<file path="src/rtl/ref_phase_pkg.sv">
package ref_phase_pkg;

    localparam int INT_W_DEF  = 8;
    localparam int FRAC_W_DEF = 16;

    typedef enum logic {
        MODE_COARSE = 1'b0,
        MODE_FINE   = 1'b1
    } loop_mode_e;

    typedef struct packed {
        logic       restart;
        loop_mode_e mode;
    } mode_ctl_t;

    function automatic mode_ctl_t next_mode(input logic req, input loop_mode_e cur);
        mode_ctl_t c;
        c.mode    = req ? MODE_FINE : MODE_COARSE;
        c.restart = req && (cur == MODE_COARSE);
        return c;
    endfunction

endpackage

</file>
<file path="src/rtl/mode_ctrl.sv">
module mode_ctrl
    import ref_phase_pkg::*;
(
    input  logic       clk,
    input  logic       rst,
    input  logic       fine_req_i,
    output mode_ctl_t  ctl_next_o,
    output loop_mode_e mode_q_o,
    output logic       restart_q_o
);

    loop_mode_e mode_q;
    logic       restart_q;

    assign ctl_next_o = next_mode(fine_req_i, mode_q);

    always_ff @(posedge clk) begin
        if (rst) begin
            mode_q    <= MODE_COARSE;
            restart_q <= 1'b0;
        end else begin
            mode_q    <= ctl_next_o.mode;
            restart_q <= ctl_next_o.restart;
        end
    end

    assign mode_q_o    = mode_q;
    assign restart_q_o = restart_q;

    AST_RESTART_ONE_SHOT: assert property (@(posedge clk) disable iff (rst)
        restart_q |=> !restart_q);

endmodule

</file>
<file path="src/rtl/ref_accum.sv">
module ref_accum #(
    parameter int INT_W  = 8,
    parameter int FRAC_W = 16,
    localparam int W     = INT_W + FRAC_W
) (
    input  logic         clk,
    input  logic         rst,
    input  logic         load_i,
    input  logic [W-1:0] fcw_i,
    input  logic [W-1:0] load_val_i,
    output logic [W-1:0] ref_next_o,
    output logic [W-1:0] ref_q_o
);

    logic [W-1:0] ref_q;

    always_comb begin
        if (load_i) ref_next_o = load_val_i;
        else        ref_next_o = ref_q + fcw_i;
    end

    always_ff @(posedge clk) begin
        if (rst) ref_q <= '0;
        else     ref_q <= ref_next_o;
    end

    assign ref_q_o = ref_q;

    AST_ACCUM_STEP: assert property (@(posedge clk) disable iff (rst)
        !load_i |=> ref_q == $past(ref_q + fcw_i));

endmodule

</file>
<file path="src/rtl/phase_err_calc.sv">
module phase_err_calc #(
    parameter int INT_W  = 8,
    parameter int FRAC_W = 16,
    localparam int W     = INT_W + FRAC_W
) (
    input  logic         clk,
    input  logic         rst,
    input  logic         zero_i,
    input  logic [W-1:0] ref_next_i,
    input  logic [W-1:0] osc_phase_i,
    output logic [W-1:0] err_o
);

    logic [W-1:0] diff;
    logic [W-1:0] err_q;

    assign diff = ref_next_i - osc_phase_i;

    always_ff @(posedge clk) begin
        if (rst)         err_q <= '0;
        else if (zero_i) err_q <= '0;
        else             err_q <= diff;
    end

    assign err_o = err_q;

endmodule

</file>
<file path="src/rtl/ref_phase_restart.sv">
module ref_phase_restart
    import ref_phase_pkg::*;
#(
    parameter int INT_W  = INT_W_DEF,
    parameter int FRAC_W = FRAC_W_DEF,
    localparam int W     = INT_W + FRAC_W
) (
    input  logic              clk,
    input  logic              rst,
    input  logic [INT_W-1:0]  fcw_int_i,
    input  logic [FRAC_W-1:0] fcw_frac_i,
    input  logic [INT_W-1:0]  osc_count_i,
    input  logic [FRAC_W-1:0] tdc_frac_i,
    input  logic              fine_req_i,
    input  logic              frac_hold_i,
    input  logic [FRAC_W-1:0] frac_preset_i,
    output logic [W-1:0]      ref_phase_o,
    output logic [W-1:0]      phase_err_o,
    output logic              fine_o,
    output logic              restart_o
);

    mode_ctl_t         ctl_next;
    loop_mode_e        mode_q;
    logic [W-1:0]      ref_next;
    logic [W-1:0]      osc_phase;
    logic [W-1:0]      restart_val;
    logic [FRAC_W-1:0] restart_frac;
    logic              err_zero;

    assign osc_phase    = {osc_count_i, tdc_frac_i};
    assign restart_frac = frac_hold_i ? frac_preset_i : tdc_frac_i;
    assign restart_val  = {osc_count_i, restart_frac};
    assign err_zero     = ctl_next.restart || (ctl_next.mode == MODE_COARSE);

    mode_ctrl u_mode (
        .clk         (clk),
        .rst         (rst),
        .fine_req_i  (fine_req_i),
        .ctl_next_o  (ctl_next),
        .mode_q_o    (mode_q),
        .restart_q_o (restart_o)
    );

    ref_accum #(.INT_W(INT_W), .FRAC_W(FRAC_W)) u_accum (
        .clk        (clk),
        .rst        (rst),
        .load_i     (ctl_next.restart),
        .fcw_i      ({fcw_int_i, fcw_frac_i}),
        .load_val_i (restart_val),
        .ref_next_o (ref_next),
        .ref_q_o    (ref_phase_o)
    );

    phase_err_calc #(.INT_W(INT_W), .FRAC_W(FRAC_W)) u_err (
        .clk         (clk),
        .rst         (rst),
        .zero_i      (err_zero),
        .ref_next_i  (ref_next),
        .osc_phase_i (osc_phase),
        .err_o       (phase_err_o)
    );

    assign fine_o = (mode_q == MODE_FINE);

    AST_RESTART_ERR_ZERO: assert property (@(posedge clk) disable iff (rst)
        restart_o |-> phase_err_o == '0);

    AST_RESTART_INT_LOAD: assert property (@(posedge clk) disable iff (rst)
        restart_o |-> ref_phase_o[W-1:FRAC_W] == $past(osc_count_i));

    AST_RESTART_FRAC_LOAD: assert property (@(posedge clk) disable iff (rst)
        restart_o |-> ref_phase_o[FRAC_W-1:0] ==
            $past(frac_hold_i ? frac_preset_i : tdc_frac_i));

    AST_COARSE_ERR_ZERO: assert property (@(posedge clk) disable iff (rst)
        !fine_o |-> phase_err_o == '0);

    AST_RESTART_ENTERS_FINE: assert property (@(posedge clk) disable iff (rst)
        restart_o |-> fine_o && !$past(fine_o));

endmodule

</file>
<file path="config.mk">
export PLATFORM = sky130hd
export DESIGN_NAME = ref_phase_restart
export DESIGN_NICKNAME = d
export VERILOG_FILES = /design/src/rtl/ref_phase_pkg.sv /design/src/rtl/mode_ctrl.sv /design/src/rtl/ref_accum.sv /design/src/rtl/phase_err_calc.sv /design/src/rtl/ref_phase_restart.sv
export SDC_FILE = /design/constraint.sdc
export NUM_CORES = 1
export LEC_CHECK = 0
export BUFFER_PORTS_ARGS = -buffer_cell sky130_fd_sc_hd__buf_2
export CORE_ASPECT_RATIO = 0.8
export CORE_MARGIN = 3
export CORE_UTILIZATION = 53
export DETAILED_ROUTE_END_ITERATION = 8
export GPL_TIMING_DRIVEN = 0
export PLACE_DENSITY_LB_ADDON = 0.3
export SLEW_MARGIN = 20
export SYNTH_ARGS = -nofsm -noshare
export SYNTH_HDL_FRONTEND = slang
export SYNTH_SLANG_ARGS = --single-unit
</file>
<file path="constraint.sdc">
create_clock -name clk -period 5.42 [get_ports clk]
set_input_delay 1.626 -clock clk [delete_from_list [all_inputs] [get_ports clk]]
set_output_delay 1.626 -clock clk [all_outputs]
set_load 0.01 [all_outputs]
</file>
Word-level counts from Yosys, hierarchy flattened

Cells that the tools add are included.

Word-level logic and storage cells: 14
Register bits after elaboration: 50
Bits of input ports: 68
Output and inout port bits: 50

Bitwise gates (word level): 2
Reduce and logical (&&, ||, !) cells: 3
Multiplexer cells: 3
Add/sub/neg operators: 2

Operators by type and width:

| operator           | count |
|---|---|
| 24-bit adder       | 1 |
| 24-bit two-way mux | 1 |
| 24-bit subtractor  | 1 |
| 16-bit two-way mux | 1 |
| 1-bit inverter     | 2 |
| 2-bit OR reduction | 1 |
| 1-bit logical AND  | 1 |
| 1-bit logical OR   | 1 |
| 1-bit two-way mux  | 1 |

Longest topological paths before layout

Depth after elaboration: 4
Gate-level depth with buffers: 20

Cells and area by module

A second synthesis with hierarchy kept.

Cell total of the unflattened synthesis: 612
Area total of the unflattened synthesis: 4918.5 sq um

Modules (own cells, without submodules):

| module            | area each (sq um) | cells an instance | times used | seq. area each (sq um) |
|---|---|---|---|---|
| ref_accum         | 2446.1            | 316               | 1          | 480.5 |
| phase_err_calc    | 2144.6            | 271               | 1          | 480.5 |
| ref_phase_restart | 255.2             | 19                | 1          | 0.0 |
| mode_ctrl         | 72.6              | 6                 | 1          | 40.0 |

Least setup slack after synthesis

No wires, ideal clock.

Path type: in2reg
Start: in fcw_frac_i[0]
End: reg u_err.err_q[23] (netlist: u_err.err_o[23])
Stages on the path: 19
Data arrival time: 4.933 ns
Slack: 0.364 ns
Data required time: 5.297 ns
Setup time: 0.123 ns
Cell sequence: ha_1 > inv_1 > fa_1 > nand2b_1 > a21oi_1 > o311ai_1 > nand2_1 > a21o_1 > a21oi_1 > xnor2_1 > a21oi_1 > ha_1 > and3_1 > a31oi_1 > o21ai_1 > o31ai_2 > o211ai_1 > and3_1 > mux2_1

Word-level cells in the longest chain between the ends: 3

RTL lines:

| what                   | RTL line                | RTL |
|---|---|---|
| start: declaration     | ref_phase_restart.sv:11 | `input logic [FRAC_W-1:0] fcw_frac_i,` |
| 24-bit adder           | ref_accum.sv:19         | `else ref_next_o = ref_q + fcw_i;` |
| 24-bit two-way mux     | ref_accum.sv:18         | `if (load_i) ref_next_o = load_val_i;` |
| via ref_next[12]       | ref_phase_restart.sv:25 | `logic [W-1:0] ref_next;` |
| 24-bit subtractor      | phase_err_calc.sv:17    | `assign diff = ref_next_i - osc_phase_i;` |
| end signal: assignment | phase_err_calc.sv:22    | `else err_q <= diff;` |
| end: declaration       | phase_err_calc.sv:15    | `logic [W-1:0] err_q;` |

The timed path passes the listed nets, and every way through them passes these cells.
A chain may end at the register's enable or synchronous reset.

Worst setup path in the final report

Ends and elaborated chain as after synthesis.

==> flow_summary.ini <==
[placement]
numPortBuffers = 116
dp_slack_ps = -283.5
gp_congestion = 1.020
dp_hpwl_mm = 9.457

[logic_synthesis]
synth_enable_flop_cells = 0
synthTopCellsByArea = dfxtp_1 (25%), ha_1 (14%), a21oi_1 (6.7%)
ys_seq_area_frac = 0.2485
synth_top_area_frac = 0.2485
ys_ff_latch = 50
netlist_area_um2 = 4028
yosys_warnings = 0
synth_top_area_cell = dfxtp_1
synthDistinctLibCells = 55
synth.avg_cell_area_um2 = 7.928
synth_async_sr_flop_share = 0
syn_nets = 624
synthFlopType = dfxtp_1
synthCells = 508

[critical_path]
cpPeakStageDelay_ps = 380
cp.buffers_inverters = 2
critPathRequiredTime_ps = 5610
path_common_cell = a21oi_1
path_cells = buf_2 > ha_1 > inv_1 > fa_1 > nand2b_2 > a21oi_4 > o311ai_4 > nand2_1 > a21o_1 > a21oi_1 > xnor2_1 > a21oi_1 > ha_1 > a21oi_1 > o21ai_0 > a31oi_1 > o21ai_2 > o31ai_2 > o211ai_1 > and3_1 > mux2_1
path_class = input port to flip-flop
crit_path_top_delay_cell = ha_1
start_kind = input port
cp_data_arrival_time_ps = 5460
path_max_fanout = 5
end_kind = flip-flop
critPathTopFamily = compound AO/OA/AOI/OAI gates

[routing]
drt_iter0_markers = 331
dr.pass1.iters = 5
drt-total-wl_mm = 11.94
remaining_drc_errors = 0
via_per_inst = 5.717
met2_length_mm = 5.149
wirelength_met1_mm = 5.557
routedWlPerCell_um = 16.24
vias = 4202
wl_met3_um = 966
postRouteAntennaNets = 0
maxUsedRoutingLayer = met4

[grt]
track_usage = 0.2675
grt_max_degree = 15
grt_pass1_wl_mm = 18.87
grt-ovfl-total = 0
grt_pass1_vias = 4014
antenna_found_initial = 0

[worst_hold_path]
hold_path_class = flip-flop to flip-flop

[clocking]
cts.path.max_buffers = 2
path_clk_slew_ps = 90
htreeDepth = 2
numCtsBuffers = 5
clk_latency_ps = 310
cts_root_buf = clkbuf_8
cts_tree = done
numClockSinks = 50

[floorplanning]
die_w_um = 103.5
die_h_um = 83.97
placementRows = 27
die-area_um2 = 8688
core_um2 = 7128
ios = 118
initial_core_util = 0.5650

[run_status]
status = completed

[layout]
syn2layout_area_growth_pct = 21.87
fillerInstances = 608
fin_nets = 749
final_common_cell = buf_2
antenna_cells = 0
drive_above_1_share = 0.2256
layout_common_cells = buf_2 (116), a21oi_1 (52), dfxtp_1 (50)

[timing]
fin_ws_ps = 159.2
relSlewSlack = 0.6317
skew_ps = 5.803
setup_viol = 0
timing.final.crit_share = 0.9706
fmax_mhz = 190.1
worst_pin_slew_ps = 552.5
report.final.slew_viol_count = 0
hold_ws_ps = 559.9
tns_ps = 0
finalHoldViolCount = 0
min_period_ps = 5261
rsz0062_at_grt = yes

[flow_run]
drv_cap = 0

[pwr]
irDropWorstVdd_mv = 0.2032
p_per_area_nw_per_um2 = 324.9
power.static_leakage_nw = 2.502
[what timing repair did]
action / in CTS / in global routing
setup endpoints to repair: 0 / 7
buffers inserted: 0 / 2
gates resized for setup: 0 / 13
hold buffers: 0 / 0
[logic make-up (layout without fill, tap and decap cells)]
kind of cell | Yosys count | in the layout | synth area share
fa+ha+maj | 48 | 48 | 0.1528
buf+inv | 56 | 182 | 0.05219
simple gates | 153 | 153 | 0.1883
compound gates | 158 | 158 | 0.2575
flops | 50 | 50 | 0.2485
mux | 11 | 11 | 0.02765
xor+xnor | 32 | 32 | 0.07300
[stage by stage]
stage	area [um2]	instances	power (mW)	utilization
2_1_floorplan	4028	508	1.091	-
3_3_place_gp	4735	725	1.288	0.6642
3_5_place_dp	4735	725	1.307	0.6642
4_1_cts	4826	733	1.543	0.6770
5_1_grt	4908	735	1.708	0.6886
6_report	4908	735	1.595	0.6886
[power by group]
group	switching, mW	internal (mW)	total (mW)	leakage (nW)
sequential	0.0230	0.408	0.431	0.411
combinational	0.533	0.400	0.933	2.04
clock	0.128	0.103	0.231	0.0482
[flip-flops by register name, summed over array words and instances, names as in the netlist]
signal / cells
u_accum.ref_q_o: 24
u_err.err_o: 24
u_mode.mode_q_o: 1
u_mode.restart_q_o: 1
[synth_stat cells, types with 2 or more instances]
cell type	n
o21bai_1	6
nor3b_1	3
o21a_1	8
nand2_1	30
ha_1	46
o31ai_2	2
o21ai_1	5
or4_1	3
a31oi_1	6
dfxtp_1	50
o31ai_1	2
inv_1	40
and2_1	5
o22ai_1	2
nor4_1	2
fa_1	2
and3_1	8
clkbuf_1	16
nand3_1	7
nand2b_1	8
nor2_1	47
a211oi_1	10
a21oi_1	54
or3_1	3
o21ai_0	21
nor3_1	11
mux2i_1	10
nand4_1	3
o211ai_1	4
nand3b_1	2
a21o_1	16
xor2_1	11
xnor2_1	20
nor2b_1	19
o211a_1	6
[routing by layer]
metal	vias to the layer above	GRT usage
li1	2066	-
met1	1897	0.3921
met2	218	0.3947
met3	21	0.04678
met4	0	0.08235
met5	-	0
[area by class of cell]
type / instances / area [um2] / share of cell area
multi-input combinational: 402 / 2884 / 0.5876
sequential: 50 / 1001 / 0.2039
timing repair buffer: 118 / 595.6 / 0.1213
inverter: 40 / 150.1 / 0.03059
tap: 101 / 126.4 / 0.02575
clock buffer: 7 / 86.33 / 0.01759
buffer: 16 / 60.06 / 0.01224
clock inverter: 1 / 5.005 / 0.001020
[worst paths after layout]
kind                      start            endpoint  slack [ps]  cells after the start
max               fcw_frac_i[0]     u_err.err_o[23]         160                     21
min             u_mode.mode_q_o  u_mode.restart_q_o         560                      1
max reg2reg  u_accum.ref_q_o[0]     u_err.err_o[23]        1190                     20
min reg2reg     u_mode.mode_q_o  u_mode.restart_q_o         560                      1
(Power assumes the default switching activity.)
